File: src/rtl/gpio_pkg.sv
// Package: constants and register codes shared by the GPIO bank modules.
// Assumes word addressing; one bank spans STRIDE_WORDS consecutive words.
package gpio_pkg;
    localparam int PINS         = 32;
    localparam int STRIDE_WORDS = 10;
    localparam int OFF_W        = 4;

    typedef enum logic [OFF_W-1:0] {
        REG_DIR = 4'd0,
        REG_OUT = 4'd1,
        REG_SET = 4'd2,
        REG_CLR = 4'd3,
        REG_IN  = 4'd4
    } gpio_reg_e;
endpackage

File: src/rtl/gpio_addr_decode.sv
// Module: gpio_addr_decode
// Splits a word address into a one-hot bank select and a word offset inside
// that bank. Uses range compares rather than division.
// Assumes the banks are packed from address 0 at a pitch of STRIDE_WORDS words.
module gpio_addr_decode
    import gpio_pkg::*;
#(
    parameter int ADDR_W    = 8,
    parameter int NUM_BANKS = 2
) (
    input  logic [ADDR_W-1:0]    addr,
    output logic [NUM_BANKS-1:0] bank_sel,
    output logic [OFF_W-1:0]     offset,
    output logic                 in_range
);
    localparam int WIN_WORDS = NUM_BANKS * STRIDE_WORDS;

    // Find the bank whose word range holds the address.
    always_comb begin
        bank_sel = '0;
        offset   = '0;
        in_range = (int'(addr) < WIN_WORDS);
        for (int b = 0; b < NUM_BANKS; b++) begin
            if (int'(addr) >= b * STRIDE_WORDS && int'(addr) < (b + 1) * STRIDE_WORDS) begin
                bank_sel[b] = 1'b1;
                offset      = OFF_W'(int'(addr) - b * STRIDE_WORDS);
            end
        end
    end
endmodule

File: src/rtl/gpio_pin_sync.sv
// Module: gpio_pin_sync
// Two-flop synchronizer, one chain per pin. Its output lags the pin by two
// rising edges. Assumes pins may change at any time relative to clk.
module gpio_pin_sync #(
    parameter int WIDTH = 32
) (
    input  logic             clk,
    input  logic             rst_n,
    input  logic [WIDTH-1:0] pin,
    output logic [WIDTH-1:0] q
);
    logic [WIDTH-1:0] stage1;

    // Shift each pin level through two flops.
    always_ff @(posedge clk) begin
        if (!rst_n) begin
            stage1 <= '0;
            q      <= '0;
        end else begin
            stage1 <= pin;
            q      <= stage1;
        end
    end

    // the synchronized level equals the pin level two edges back.
    a_r6_two_edge_lag: assert property (@(posedge clk) disable iff (!rst_n)
        ($past(rst_n) && $past(rst_n, 2)) |-> (q == $past(pin, 2)));
endmodule

File: src/rtl/gpio_bank_regs.sv
// Module: gpio_bank_regs
// One bank: a direction word, an output latch with set/clear mask ports, and
// the read mux for the bank's ten words. Writes happen only when bank_sel and
// we are both high. Assumes offset is already relative to this bank.
module gpio_bank_regs
    import gpio_pkg::*;
(
    input  logic             clk,
    input  logic             rst_n,
    input  logic             bank_sel,
    input  logic             we,
    input  logic [OFF_W-1:0] offset,
    input  logic [PINS-1:0]  wdata,
    input  logic [PINS-1:0]  pin_sync,
    output logic [PINS-1:0]  dir,
    output logic [PINS-1:0]  latch,
    output logic [PINS-1:0]  rdata
);
    logic wr;
    assign wr = bank_sel && we;

    // Direction word: reset to all inputs; replaced by a write to REG_DIR.
    always_ff @(posedge clk) begin
        if (!rst_n)
            dir <= '1;
        else if (wr && offset == REG_DIR)
            dir <= wdata;
    end

    // Output latch: full replace, or a masked set or clear.
    always_ff @(posedge clk) begin
        if (!rst_n)
            latch <= '0;
        else if (wr) begin
            case (offset)
                REG_OUT: latch <= wdata;
                REG_SET: latch <= latch | wdata;
                REG_CLR: latch <= latch & ~wdata;
                default: latch <= latch;
            endcase
        end
    end

    // Read mux; reserved offsets and unselected banks return zero.
    always_comb begin
        rdata = '0;
        if (bank_sel) begin
            case (offset)
                REG_DIR:                  rdata = dir;
                REG_OUT, REG_SET, REG_CLR: rdata = latch;
                REG_IN:                   rdata = pin_sync;
                default:                  rdata = '0;
            endcase
        end
    end

    // a direction write lands whole.
    a_r2_dir_write: assert property (@(posedge clk) disable iff (!rst_n)
        (wr && offset == REG_DIR) |=> (dir == $past(wdata)));
    // a set write raises masked bits only.
    a_r3_set_mask: assert property (@(posedge clk) disable iff (!rst_n)
        (wr && offset == REG_SET) |=> (latch == ($past(latch) | $past(wdata))));
    // a clear write lowers masked bits only.
    a_r4_clr_mask: assert property (@(posedge clk) disable iff (!rst_n)
        (wr && offset == REG_CLR) |=> (latch == ($past(latch) & ~$past(wdata))));
    // a data write replaces the latch.
    a_r5_out_write: assert property (@(posedge clk) disable iff (!rst_n)
        (wr && offset == REG_OUT) |=> (latch == $past(wdata)));
    // without a write to this bank its state holds.
    a_r7_bank_hold: assert property (@(posedge clk) disable iff (!rst_n)
        (!wr || offset > REG_CLR) |=> ($stable(latch) && $stable(dir)));
endmodule

File: src/rtl/gpio_window.sv
// Module: gpio_window
// Top of the GPIO window. It decodes the word address, instantiates
// NUM_BANKS banks with their synchronizers, ORs their read data together and
// drives the pads. Assumes a single-cycle bus whose read data is combinational.
module gpio_window
    import gpio_pkg::*;
#(
    parameter int ADDR_W    = 8,
    parameter int NUM_BANKS = 2
) (
    input  logic                      clk,
    input  logic                      rst_n,
    input  logic [ADDR_W-1:0]         bus_addr,
    input  logic                      bus_we,
    input  logic [PINS-1:0]           bus_wdata,
    output logic [PINS-1:0]           bus_rdata,
    output logic [NUM_BANKS*PINS-1:0] pad_out,
    output logic [NUM_BANKS*PINS-1:0] pad_oe,
    input  logic [NUM_BANKS*PINS-1:0] pad_in
);
    logic [NUM_BANKS-1:0]           bank_sel;
    logic [OFF_W-1:0]               offset;
    logic                           in_range;
    logic [NUM_BANKS-1:0][PINS-1:0] bank_rdata;

    gpio_addr_decode #(.ADDR_W(ADDR_W), .NUM_BANKS(NUM_BANKS)) u_decode (
        .addr     (bus_addr),
        .bank_sel (bank_sel),
        .offset   (offset),
        .in_range (in_range)
    );

    for (genvar b = 0; b < NUM_BANKS; b++) begin : g_bank
        logic [PINS-1:0] pin_sync;
        logic [PINS-1:0] dir;
        logic [PINS-1:0] latch;

        gpio_pin_sync #(.WIDTH(PINS)) u_sync (
            .clk   (clk),
            .rst_n (rst_n),
            .pin   (pad_in[b*PINS +: PINS]),
            .q     (pin_sync)
        );

        gpio_bank_regs u_regs (
            .clk      (clk),
            .rst_n    (rst_n),
            .bank_sel (bank_sel[b]),
            .we       (bus_we),
            .offset   (offset),
            .wdata    (bus_wdata),
            .pin_sync (pin_sync),
            .dir      (dir),
            .latch    (latch),
            .rdata    (bank_rdata[b])
        );

        // Pad drive: the latch value, enabled where direction is 0.
        assign pad_out[b*PINS +: PINS] = latch;
        assign pad_oe[b*PINS +: PINS]  = ~dir;
    end

    // Merge bank read data; at most one bank is selected.
    always_comb begin
        bus_rdata = '0;
        for (int b = 0; b < NUM_BANKS; b++)
            bus_rdata = bus_rdata | bank_rdata[b];
    end

    // never more than one bank selected.
    a_r7_single_bank: assert property (@(posedge clk) disable iff (!rst_n)
        $onehot0(bank_sel));
    // writes outside the window leave the pads untouched.
    a_r8_outside_ignored: assert property (@(posedge clk) disable iff (!rst_n)
        (bus_we && !in_range) |=> ($stable(pad_out) && $stable(pad_oe)));
    // reads outside the window return zero.
    a_r8_outside_zero: assert property (@(posedge clk) disable iff (!rst_n)
        (!in_range) |-> (bus_rdata == '0));
    // one clock after reset the pads are released and low.
    a_r1_reset_pads: assert property (@(posedge clk)
        !rst_n |=> (pad_oe == '0 && pad_out == '0));
endmodule

File: config.mk
export PLATFORM = sky130hd
export DESIGN_NAME = gpio_window
export DESIGN_NICKNAME = d
export VERILOG_FILES = /design/src/rtl/gpio_pkg.sv /design/src/rtl/gpio_addr_decode.sv /design/src/rtl/gpio_pin_sync.sv /design/src/rtl/gpio_bank_regs.sv /design/src/rtl/gpio_window.sv
export SDC_FILE = /design/constraint.sdc
export NUM_CORES = 1
export LEC_CHECK = 0
export ABC_AREA = 1
export BUFFER_PORTS_ARGS = -buffer_cell sky130_fd_sc_hd__clkbuf_2
export CORE_UTILIZATION = 30
export DETAILED_ROUTE_END_ITERATION = 16
export PLACE_DENSITY_LB_ADDON = 0.1
export SLEW_MARGIN = 15
export SYNTH_ARGS = -nofsm -noshare
export SYNTH_HDL_FRONTEND = slang
export SYNTH_SLANG_ARGS = --single-unit
File: constraint.sdc
create_clock -name clk -period 3.1 [get_ports clk]
set_input_delay 0.31 -clock clk [delete_from_list [all_inputs] [get_ports clk]]
set_output_delay 0.31 -clock clk [all_outputs]
set_load 0.01 [all_outputs]
==> results of run 1 <==
-- worst paths after layout --
check	slack, ps	to	cells past startpoint
worst max-delay path	310	bus_rdata[10]	15
worst min register to register	400	g_bank[0].u_sync.q[11]$_SDFF_PN0_	2
worst min-delay path	80	g_bank[0].u_regs.dir[13]$_SDFFE_PN1P_	3
worst max register to register	2360	g_bank[0].u_regs.latch[3]$_SDFFE_PN0P_	4
-- cells by family after synthesis --
group / after synthesis / synth area share
and+or+nand+nor: 1152 / 0.4242
buffers and inverters: 406 / 0.1392
DFF: 256 / 0.4326
AOI/OAI and AO/OA: 2 / 0.001161
adders and majority gates: 2 / 0.002112
xor gates and xnor gates: 1 / 0.0007394
-- final cells by class --
cell class | instances | area, um2
fill | 4163 | 23330
multi-input combinational | 1157 | 5131
sequential | 256 | 5125
timing repair buffer | 372 | 2471
inverter | 271 | 1020
clock buffer | 38 | 852.1
tap | 518 | 648.1
clock inverter | 18 | 251.5
-- per-stage QoR --
step	util	setup WS, ps	hold WS [ps]	power (uW)
4_1_cts	0.3992	349.1	46.28	8305
5_1_grt	0.3992	57.13	70.26	8545
3_5_place_dp	0.3542	362.0	395.4	4282
6_report	0.3992	308.5	77.75	8189
2_1_floorplan	-	1007	390.5	3971
3_3_place_gp	0.3542	397.3	393.3	4274
-- layer usage --
metal	GRT usage	vias to the layer above	wire length (um)
li1	-	6210	-
met1	0.2642	5713	18750
met2	0.3441	343	19280
met3	0.02630	65	2031
met5	0	-	0
met4	0.04935	0	781
-- layout by cell type (no fill, tap or decap), types with 2 or more instances in the layout --
cell and n:
nor2_4 4, nand3_1 421, clkbuf_8 6, clkbuf_16 31, clkinv_2 8, nand2_2 4, buf_4 28, inv_1 268
nand3_2 2, dfxtp_1 256, bufinv_16 6, nand2_1 524, nor2_1 131, clkbuf_1 2, clkbuf_2 265, dlygate4sd3_1 64
buf_12 14, nand4_1 64, ha_1 2, clkinvlp_4 3
-- power by group --
part	internal (uW)	switching [uW]	total, uW
Clock	2440	1490	3920
Combinational	319	523	842
Sequential	3390	38.2	3430
Total	6140	2050	8190
-- flip-flops by register name (all words and copies together), names as in the netlist --
name	cells
g_bank.u_regs.dir	64
g_bank.u_regs.latch	64
g_bank.u_sync.q	64
g_bank.u_sync.stage1	64
-- synth_stat cells --
library cell | number | area share
a21oi_2 | 1 | 0.00074
buf_1 | 16 | 0.0051
buf_2 | 37 | 0.016
buf_4 | 17 | 0.011
buf_6 | 2 | 0.0019
clkbuf_1 | 63 | 0.020
dfxtp_1 | 256 | 0.43
ha_1 | 2 | 0.0021
inv_1 | 270 | 0.086
inv_2 | 1 | 0.00032
nand2_1 | 528 | 0.17
nand3_1 | 423 | 0.18
nand3_2 | 1 | 0.00084
nand4_1 | 64 | 0.034
nor2_1 | 133 | 0.042
nor2_2 | 2 | 0.0011
nor3_1 | 1 | 0.00042
o21ai_1 | 1 | 0.00042
xnor2_1 | 1 | 0.00074
-- worst register-to-register path: cells and delay by family (launching register included) --
family / cells / cell delay [ps]
buffers and inverters: 1 / 60
and+or+nand+nor: 3 / 190
DFF: 1 / 430
-- timing repair --
item,CTS,global route
hold endpoints to repair,64,0
endpoints found under the setup margin,0,0
setup buffers,0,0
hold buffers,64,0
==> key figures, run 1 <==
Setup path
  – Critical-path cell list: clkbuf_2 > inv_1 > ha_1 > nand3_1 > nand3_1 > nand2_1 > nand2_1 > nand2_1 > nor2_4 > buf_12 > nand3_1 > nand3_1 > nand2_1 > nand2_1 > clkbuf_2
  – Startpoint types: input pin
  – CP delay by family, top: simple AND/OR/NAND/NOR gates
  – Worst path buffer plus inverter count: 4
  – Crit Path Class: in -> out
  – Max FO, Critical Path: 113
  – CP Launch Point: bus_addr[2]
  – Worst path slowest cell: buf_12
  – Crit Reg-Reg Startpoint: g_bank[0].u_regs.latch[3]$_SDFFE_PN0P_
  – Worst Setup End Kind: output port
  – CP dominant cell by count: nand2_1
  – Critical Path AT: approximately 2500 ps
  – CP max stage delay: roughly 380 ps
  – Crit path required time: between 2000 and 3000 ps

Worst hold path
  – Hold path startpoint: bus_wdata[13]
  – Hold/Removal Path Class: in -> reg

STA
  – Worst Max-Slew Pin Slew: ~640 ps
  – Setup violators final: 0
  – RSZ-0062 raised after global routing: false
  – Final critical-path share of the clock period: 0.9005
  – Clk_skew: 4.878 ps
  – Final Hold Violating Endpoints: 0
  – Sum Neg Setup Slack: 0 ps
  – Relative slew slack: 0.5705
  – Tmin final: ~2800 ps
  – F_max: roughly 360 MHz
  – Pins Over Slew Limit: 0

Flow run
  – Max-cap viol count: 0

Floorplanning
  – Die Y: 200.7 um
  – # rows: 72
  – Die area: about 40,000 um2
  – Starting density of the core: 0.3051
  – Core ar.: slightly below 40,000 um2
  – Chip width: 200.7 um
  – Ports: 267

Route
  – DR iter-0 viols: between 700 and 800
  – DRC: 0
  – TritonRoute pass-1 iters: 5
  – Remaining antenna violation count after routing: 0
  – Routed len/inst: between 15 and 20 um
  – Vias: 12.33k
  – Final WL: a little over 40,000 um
  – Routed vias/inst: between 4 and 5

Yosys
  – Gate Count Post-Synth: 1,819
  – Seq/Total Area, Yosys: 0.4326
  – Distinct cells, synth: 19
  – Synthesized area: around 12,000 um2
  – Mapped Avg Cell Area: about 6.5 um2
  – Seq cells post-synth: between 200 and 300
  – Net Count, Synth: slightly below 2k
  – Synth warn: 0

CTS
  – Clk Latency, worst-skew pair: approximately 560 ps
  – Total CTS buffers: 30
  – Root Buffer: clkbuf_16
  – TritonCTS clock tree: built
  – H-tree level count: 1
  – PostCTS Resize Cnt: 0
  – Clock Sinks: 256
  – CTS Buffer Depth: 3
  – Clock transition at path regs: about 60 ps

Cells and area
  – Final std cells w/o fill: around 2.6k
  – Nets: roughly 2.2k
  – Finished Cell Area: between 15,000 and 20,000 um2
  – Share of layout cells above drive strength 1: 0.1785
  – P&R area growth vs syn: 30.82%
  – Diode count: 0

Placed design
  – DP Wirelength: ~27,000 um
  – DP Area: approximately 14,000 um2
  – Gpl congestion: roughly 0.82
  – Port Buffers: 266
  – Placed cell count: approximately 2.5k

Global routing
  – Global-route wire length before repair: ~65,000 um
  – Largest net degree at the start of global routing: about 110
  – Total global-route track usage: 0.2003
  – Initial antenna violation count: 0
  – Overflow after GRT: 0
  – Vias in the first global route: ~12k

Status
  – Status: finished, final reports clean

Power and ir drop
  – Leak: 0.008944 uW
  – Pwr dens: approximately 530 nW/um2
  – Max VDD drop: between 0.4 and 0.5 mV
(Power assumes the default switching activity.)
==> run 2, diff against run 1 <==
--- a/config.mk
+++ b/config.mk
@@ -7,8 +7,11 @@
 export LEC_CHECK = 0
 export ABC_AREA = 1
 export BUFFER_PORTS_ARGS = -buffer_cell sky130_fd_sc_hd__clkbuf_2
+export CAP_MARGIN = 20
+export CORE_MARGIN = 2
 export CORE_UTILIZATION = 30
 export DETAILED_ROUTE_END_ITERATION = 16
+export GPL_ROUTABILITY_DRIVEN = 1
 export PLACE_DENSITY_LB_ADDON = 0.1
 export SLEW_MARGIN = 15
 export SYNTH_ARGS = -nofsm -noshare
==> run 2 against run 1 <==
Register-to-register slack worse by 30 ps. Maximum frequency down 0.92%. Highest routed layer unchanged. Cell count about the same. Clock-buffer cell count up 8. Sequential share of layout area up 0.051 points.
==> key figures, run 2 (same netlist as run 1, synthesis figures left out) <==
STA
  – Sum Neg Setup Slack: 0 ps
  – Clk_skew: between 10 and 15 ps
  – Final critical-path share of the clock period: 0.9088
  – F_max: between 300 and 400 MHz
  – Final Hold Violating Endpoints: 0
  – Worst Max-Slew Pin Slew: ~570 ps
  – RSZ-0062 raised after global routing: false
  – Tmin final: between 2000 and 3000 ps
  – Setup violators final: 0
  – Relative slew slack: 0.6181
  – Pins Over Slew Limit: 0

Placed design
  – DP Wirelength: ~27,000 um
  – Placed cell count: roughly 2.5k
  – Gpl congestion: 0.7913
  – Port Buffers: between 200 and 300

CTS
  – H-tree level count: 1
  – TritonCTS clock tree: built
  – Clock Sinks: between 200 and 300
  – Setup Fix Bufs, Post-CTS: 0
  – CTS Buffer Depth: 3
  – Clk Latency, worst-skew pair: 570 ps
  – Root Buffer: clkbuf_16
  – PostCTS Resize Cnt: 0
  – Clock transition at path regs: 60 ps
  – Total CTS buffers: 30

Floorplanning
  – Core ar.: slightly below 40,000 um2
  – Die area: approximately 41,000 um2
  – Starting density of the core: 0.3051
  – # rows: 72
  – Die Y: just over 200 um
  – Ports: between 200 and 300
  – Chip width: 202.7 um

Setup path
  – Worst Setup End Kind: output port
  – Crit Path Class: in -> out
  – Max FO, Critical Path: roughly 40
  – Startpoint types: input pin
  – Crit path required time: between 2000 and 3000 ps
  – Worst R2R Path Depth: 4
  – Critical Path AT: around 2500 ps
  – Crit Reg-Reg Startpoint: g_bank[0].u_regs.latch[0]$_SDFFE_PN0P_
  – Reg2reg end: g_bank[0].u_regs.latch[0]$_SDFFE_PN0P_
  – R2r setup slk: about 2300 ps

Power and ir drop
  – Cell Int Power: about 6000 uW
  – Clock power frac: 0.464
  – Combinational Power Share: 0.107
  – Pwr dens: ~520 nW/um2
  – Leak: 0.008932 uW
  – Sequential cell fraction of total power: 0.430
  – Switch share: 0.2487
  – P_sw: around 2000 uW
  – Max VDD drop: roughly 0.37 mV

Route
  – Final WL: between 40,000 and 50,000 um
  – Remaining antenna violation count after routing: 0
  – Vias: approximately 12k
  – DRC: 0
  – TritonRoute pass-1 iters: 4
  – Routed vias/inst: 4.685
  – Routed len/inst: 15.52 um
  – DR iter-0 viols: 756

Global routing
  – Total global-route track usage: 0.1964
  – Largest net degree at the start of global routing: between 80 and 90
  – Global-route wire length before repair: ~65,000 um
  – Vias in the first global route: roughly 12k
  – Overflow after GRT: 0
  – Initial antenna violation count: 0

Cells and area
  – Nets: about 2.2k
  – Diode count: 0
  – P&R area growth vs syn: 30.62%
  – Most common cell after layout, fill and taps aside: nand2_1
  – Most frequent cells in the layout: nand2_1 (524), nand3_1 (421), inv_1 (268), clkbuf_2 (265), dfxtp_1 (256)
  – Final std cells w/o fill: between 2k and 3k
  – Fill count: approximately 4.2k
  – Share of layout cells above drive strength 1: 0.1756

Worst hold path
  – Worst Hold Endpoint: g_bank[1].u_regs.dir[30]$_SDFFE_PN1P_
  – Hold/Removal Path Class: in -> reg
  – Hold depth: 3
  – Hold path startpoint: bus_wdata[30]

Status
  – Status: finished, final reports clean

Flow run
  – Max-cap viol count: 0
## run 2: final cells by class
type	instances	area (um2)	share of cell area
clock buffers	46	880.8	0.05692
clock inverters	9	158.9	0.01027
inverters	271	1020	0.06590
multi-input cells	1157	5131	0.3316
flip-flops and latches	256	5125	0.3312
well taps	518	648.1	0.04188
repair buffers	374	2511	0.1623
## run 2: per-stage QoR
stage                     setup slack (ps)    util  hold WS, ps  cell area, um2  total power (uW)
after floorplan                       1007       -        390.5           11850              3971
after global placement               327.7  0.3553        394.3           13790              4284
after detailed placement             270.3  0.3553        396.8           13790              4290
after CTS                            257.2  0.3986        35.21           15470              8098
after global routing                 50.80  0.3986        59.77           15470              8324
final                                282.6  0.3986        81.05           15470              7977
## run 2: worst max path at each step
stage                     slack [ps]         from            end  cells after the start
after floorplan                 1010  bus_addr[2]  bus_rdata[10]                     13
after global placement           330  bus_addr[2]   bus_rdata[0]                     15
after detailed placement         270  bus_addr[2]   bus_rdata[0]                     15
after CTS                        260  bus_addr[2]   bus_rdata[0]                     15
after global routing              50  bus_addr[6]   bus_rdata[8]                     14
final                            280  bus_addr[6]   bus_rdata[0]                     14
## run 2: worst max-delay path, cell delays in order
cell and delay (ps):
clkbuf_2 90, nor2_1 110, nand2_1 110, a21oi_2 210
nand2_1 170, nand2_1 90, nand2_1 150, nor2_4 490
buf_12 270, nand3_1 90, nand3_1 90, nand2_1 50
nand2_1 120, clkbuf_2 150
## run 2: timing repair
action | in CTS | in global routing
hold buffers | 64 | 0
hold endpoints to repair | 64 | 0
endpoints found under the setup margin | 0 | 0
## run 2: layer usage
layer / GRT usage / wire length, um
met5: 0 / 0
met1: 0.2590 / 18440
met4: 0.04823 / 862
met3: 0.03146 / 2114
met2: 0.3349 / 19420
## run 2: power groups by stage
| stage | clock network [uW] | logic (uW) | registers [uW] |
|---|---|---|---|
| 6_report | 3700 | 850 | 3430 |
| 4_1_cts | 3820 | 855 | 3430 |
| 2_1_floorplan | 0 | 486 | 3480 |
| 3_3_place_gp | 0 | 784 | 3500 |
| 5_1_grt | 3940 | 953 | 3430 |
| 3_5_place_dp | 0 | 790 | 3500 |
==> run 3, diff against run 2 <==
--- a/config.mk
+++ b/config.mk
@@ -12,7 +12,9 @@
 export CORE_UTILIZATION = 30
 export DETAILED_ROUTE_END_ITERATION = 16
 export GPL_ROUTABILITY_DRIVEN = 1
+export MAX_ROUTING_LAYER = met4
 export PLACE_DENSITY_LB_ADDON = 0.1
+export RECOVER_POWER = 50
 export SLEW_MARGIN = 15
 export SYNTH_ARGS = -nofsm -noshare
 export SYNTH_HDL_FRONTEND = slang
==> run 3 against run 2 <==
The run now ends with max-capacitance violations, max-slew violations left. First-iteration DRC count rose by 3.0%. Die area did not move. Highest routed layer unchanged. Core utilization fell by 0.37 points. Non-clock buffer count did not move. Sequential power barely moved. Wire length barely moved. Maximum frequency fell by 0.46%. Clock skew barely moved. Clock-buffer cell count did not move. Cell count did not move.
==> key figures, run 3 (same netlist as run 1, synthesis figures left out) <==
Route
  – TritonRoute pass-1 iters: 6
  – Met3 WL: roughly 2000 um
  – Remaining antenna violation count after routing: 0
  – DR iter-0 viols: approximately 780
  – Vias: 12.33k
  – Routed vias/inst: approximately 4.7
  – DRC: 0
  – Routed len/inst: 15.51 um
  – DR WL met2: approximately 19,000 um
  – Final WL: roughly 40,000 um
  – Top Metal Used: met4
  – Met1 Wirelength: about 19,000 um

Setup path
  – Worst Setup End Kind: output port
  – Critical Path AT: between 2000 and 3000 ps
  – Startpoint types: input pin
  – Critical path depth: 14
  – CP delay by family, top: simple AND/OR/NAND/NOR gates
  – Crit Path Class: in -> out
  – Worst R2R Path Depth: 4
  – CP dominant cell by count: nand2_1
  – Worst path buffer plus inverter count: 3
  – Crit path required time: around 2800 ps
  – Max FO, Critical Path: 41
  – Critical-path cell list: clkbuf_2 > nor2_1 > nand2_1 > a21oi_2 > nand2_1 > nand2_1 > nand2_1 > nor2_4 > buf_12 > nand3_1 > nand3_1 > nand2_1 > nand2_1 > clkbuf_2
  – CP max stage delay: 490 ps
  – Worst path slowest cell: nor2_4

Power and ir drop
  – Cell Int Power: roughly 6000 uW
  – Combinational Power Share: 0.106
  – Max VDD drop: about 0.37 mV
  – Clock power frac: 0.464
  – Sequential cell fraction of total power: 0.430
  – Switch share: 0.2488
  – Leak: about 0.0086 uW
  – Pwr dens: a little over 500 nW/um2
  – P_sw: between 1500 and 2000 uW

CTS
  – Clk Latency, worst-skew pair: between 500 and 600 ps
  – H-tree level count: 1
  – Clock Sinks: around 260
  – Root Buffer: clkbuf_16
  – CTS Buffer Depth: 3
  – TritonCTS clock tree: built
  – Total CTS buffers: 30
  – PostCTS Resize Cnt: 0
  – Clock transition at path regs: 60 ps

STA
  – RSZ-0062 raised after global routing: false
  – Sum Neg Setup Slack: 0 ps
  – Clk_skew: roughly 11 ps
  – Tmin final: around 2800 ps
  – Setup violators final: 0
  – Worst Max-Slew Pin Slew: between 1500 and 2000 ps
  – F_max: about 350 MHz
  – Final Hold Violating Endpoints: 0
  – Pins Over Slew Limit: 230
  – Relative slew slack: -0.1783
  – Final critical-path share of the clock period: 0.9130
  – Post-route setup slack: 269.6 ps

Floorplanning
  – Die area: around 41,000 um2
  – Starting density of the core: 0.3051
  – # rows: 72
  – Chip width: approximately 200 um
  – Ports: ~270
  – Die Y: between 200 and 250 um
  – Core ar.: a little under 40,000 um2

Cells and area
  – Nets: 2,199
  – P&R area growth vs syn: 29.41%
  – Most common cell after layout, fill and taps aside: nand2_1
  – Fill count: 4,238
  – Register area: just over 5000 um2
  – Final core occ: 0.3949
  – Share of layout cells above drive strength 1: 0.1372
  – Most frequent cells in the layout: nand2_1 (524), nand3_1 (421), inv_1 (268), dfxtp_1 (256), clkbuf_2 (188)
  – Final std cells w/o fill: ~2.6k
  – Finished Cell Area: around 15,000 um2
  – Multi-input gate area: 5131 um2
  – Diode count: 0

Global routing
  – Overflow after GRT: 0
  – Largest net degree at the start of global routing: 87
  – Initial antenna violation count: 0
  – Vias in the first global route: about 12k
  – Total global-route track usage: 0.2024
  – Global-route wire length before repair: ~65,000 um

Placed design
  – Placed cell count: 2,512
  – Pre-CTS setup slack: between 200 and 300 ps
  – DP Area: around 14,000 um2
  – DP Wirelength: about 27,000 um
  – Port Buffers: 266
  – Gpl congestion: ~0.80

Flow run
  – Max-cap viol count: 3

Worst hold path
  – Hold/Removal Path Class: in -> reg
  – Hold depth: 3

Status
  – Failing checks: max-capacitance violations, max-slew violations
  – Status: complete, but fails checks
==> run 3: cell types whose count changed in the layout (fill, tap and decap cells not counted) <==
cell and delta:
buf_12 -2, buf_4 -1, clkbuf_1 +81, clkbuf_2 -77, clkbuf_8 -1
==> run 3: stage by stage <==
step / total power (uW) / hold slack, ps
after floorplan: 3971 / 390.5
after global placement: 4284 / 394.3
after detailed placement: 4290 / 396.8
after CTS: 8098 / 35.21
after global routing: 8322 / 59.51
final: 7970 / 77.88
==> run 3: tightest hold or removal path: cells and delay by family <==
| family | cells | cell delay, ps |
|---|---|---|
| buffers and inverters | 1 | 150 |
| and+or+nand+nor | 2 | 150 |
==> run 3: area by class of cell <==
type | instances | share of cell area
timing repair buffer | 374 | 0.1545
clock buffer | 46 | 0.05745
tap | 518 | 0.04227
sequential | 256 | 0.3343
clock inverter | 9 | 0.01036
multi-input combinational | 1157 | 0.3347
inverter | 271 | 0.06651
==> run 3: repair_timing <==
action,4_1_cts,5_1_grt
buffers inserted,0,0
hold buffers,64,0
endpoints found under the hold margin,64,0
==> run 3: final timing paths <==
path,from,to,slack [ps]
hold reg to reg,g_bank[0].u_sync.stage1[17]$_SDFF_PN0_,g_bank[0].u_sync.q[17]$_SDFF_PN0_,410
setup / recovery,bus_addr[6],bus_rdata[0],270
hold / removal,bus_wdata[30],g_bank[1].u_regs.dir[30]$_SDFFE_PN1P_,80
setup reg to reg,g_bank[0].u_regs.latch[0]$_SDFFE_PN0P_,g_bank[0].u_regs.latch[0]$_SDFFE_PN0P_,2280
==> run 3: power groups by stage <==
stage	combinational (uW)	sequential, uW	clock [uW]
floorplan	486	3480	0
global placement	784	3500	0
detailed placement	790	3500	0
CTS	855	3430	3820
global route	946	3430	3940
finish	844	3430	3700
==> run 3: routing by layer <==
layer  vias up  global-route usage
met2       360              0.3352
met4         0             0.04823
met3        55             0.02793
met5         -                   -
met1      5712              0.2613
li1       6202                   -
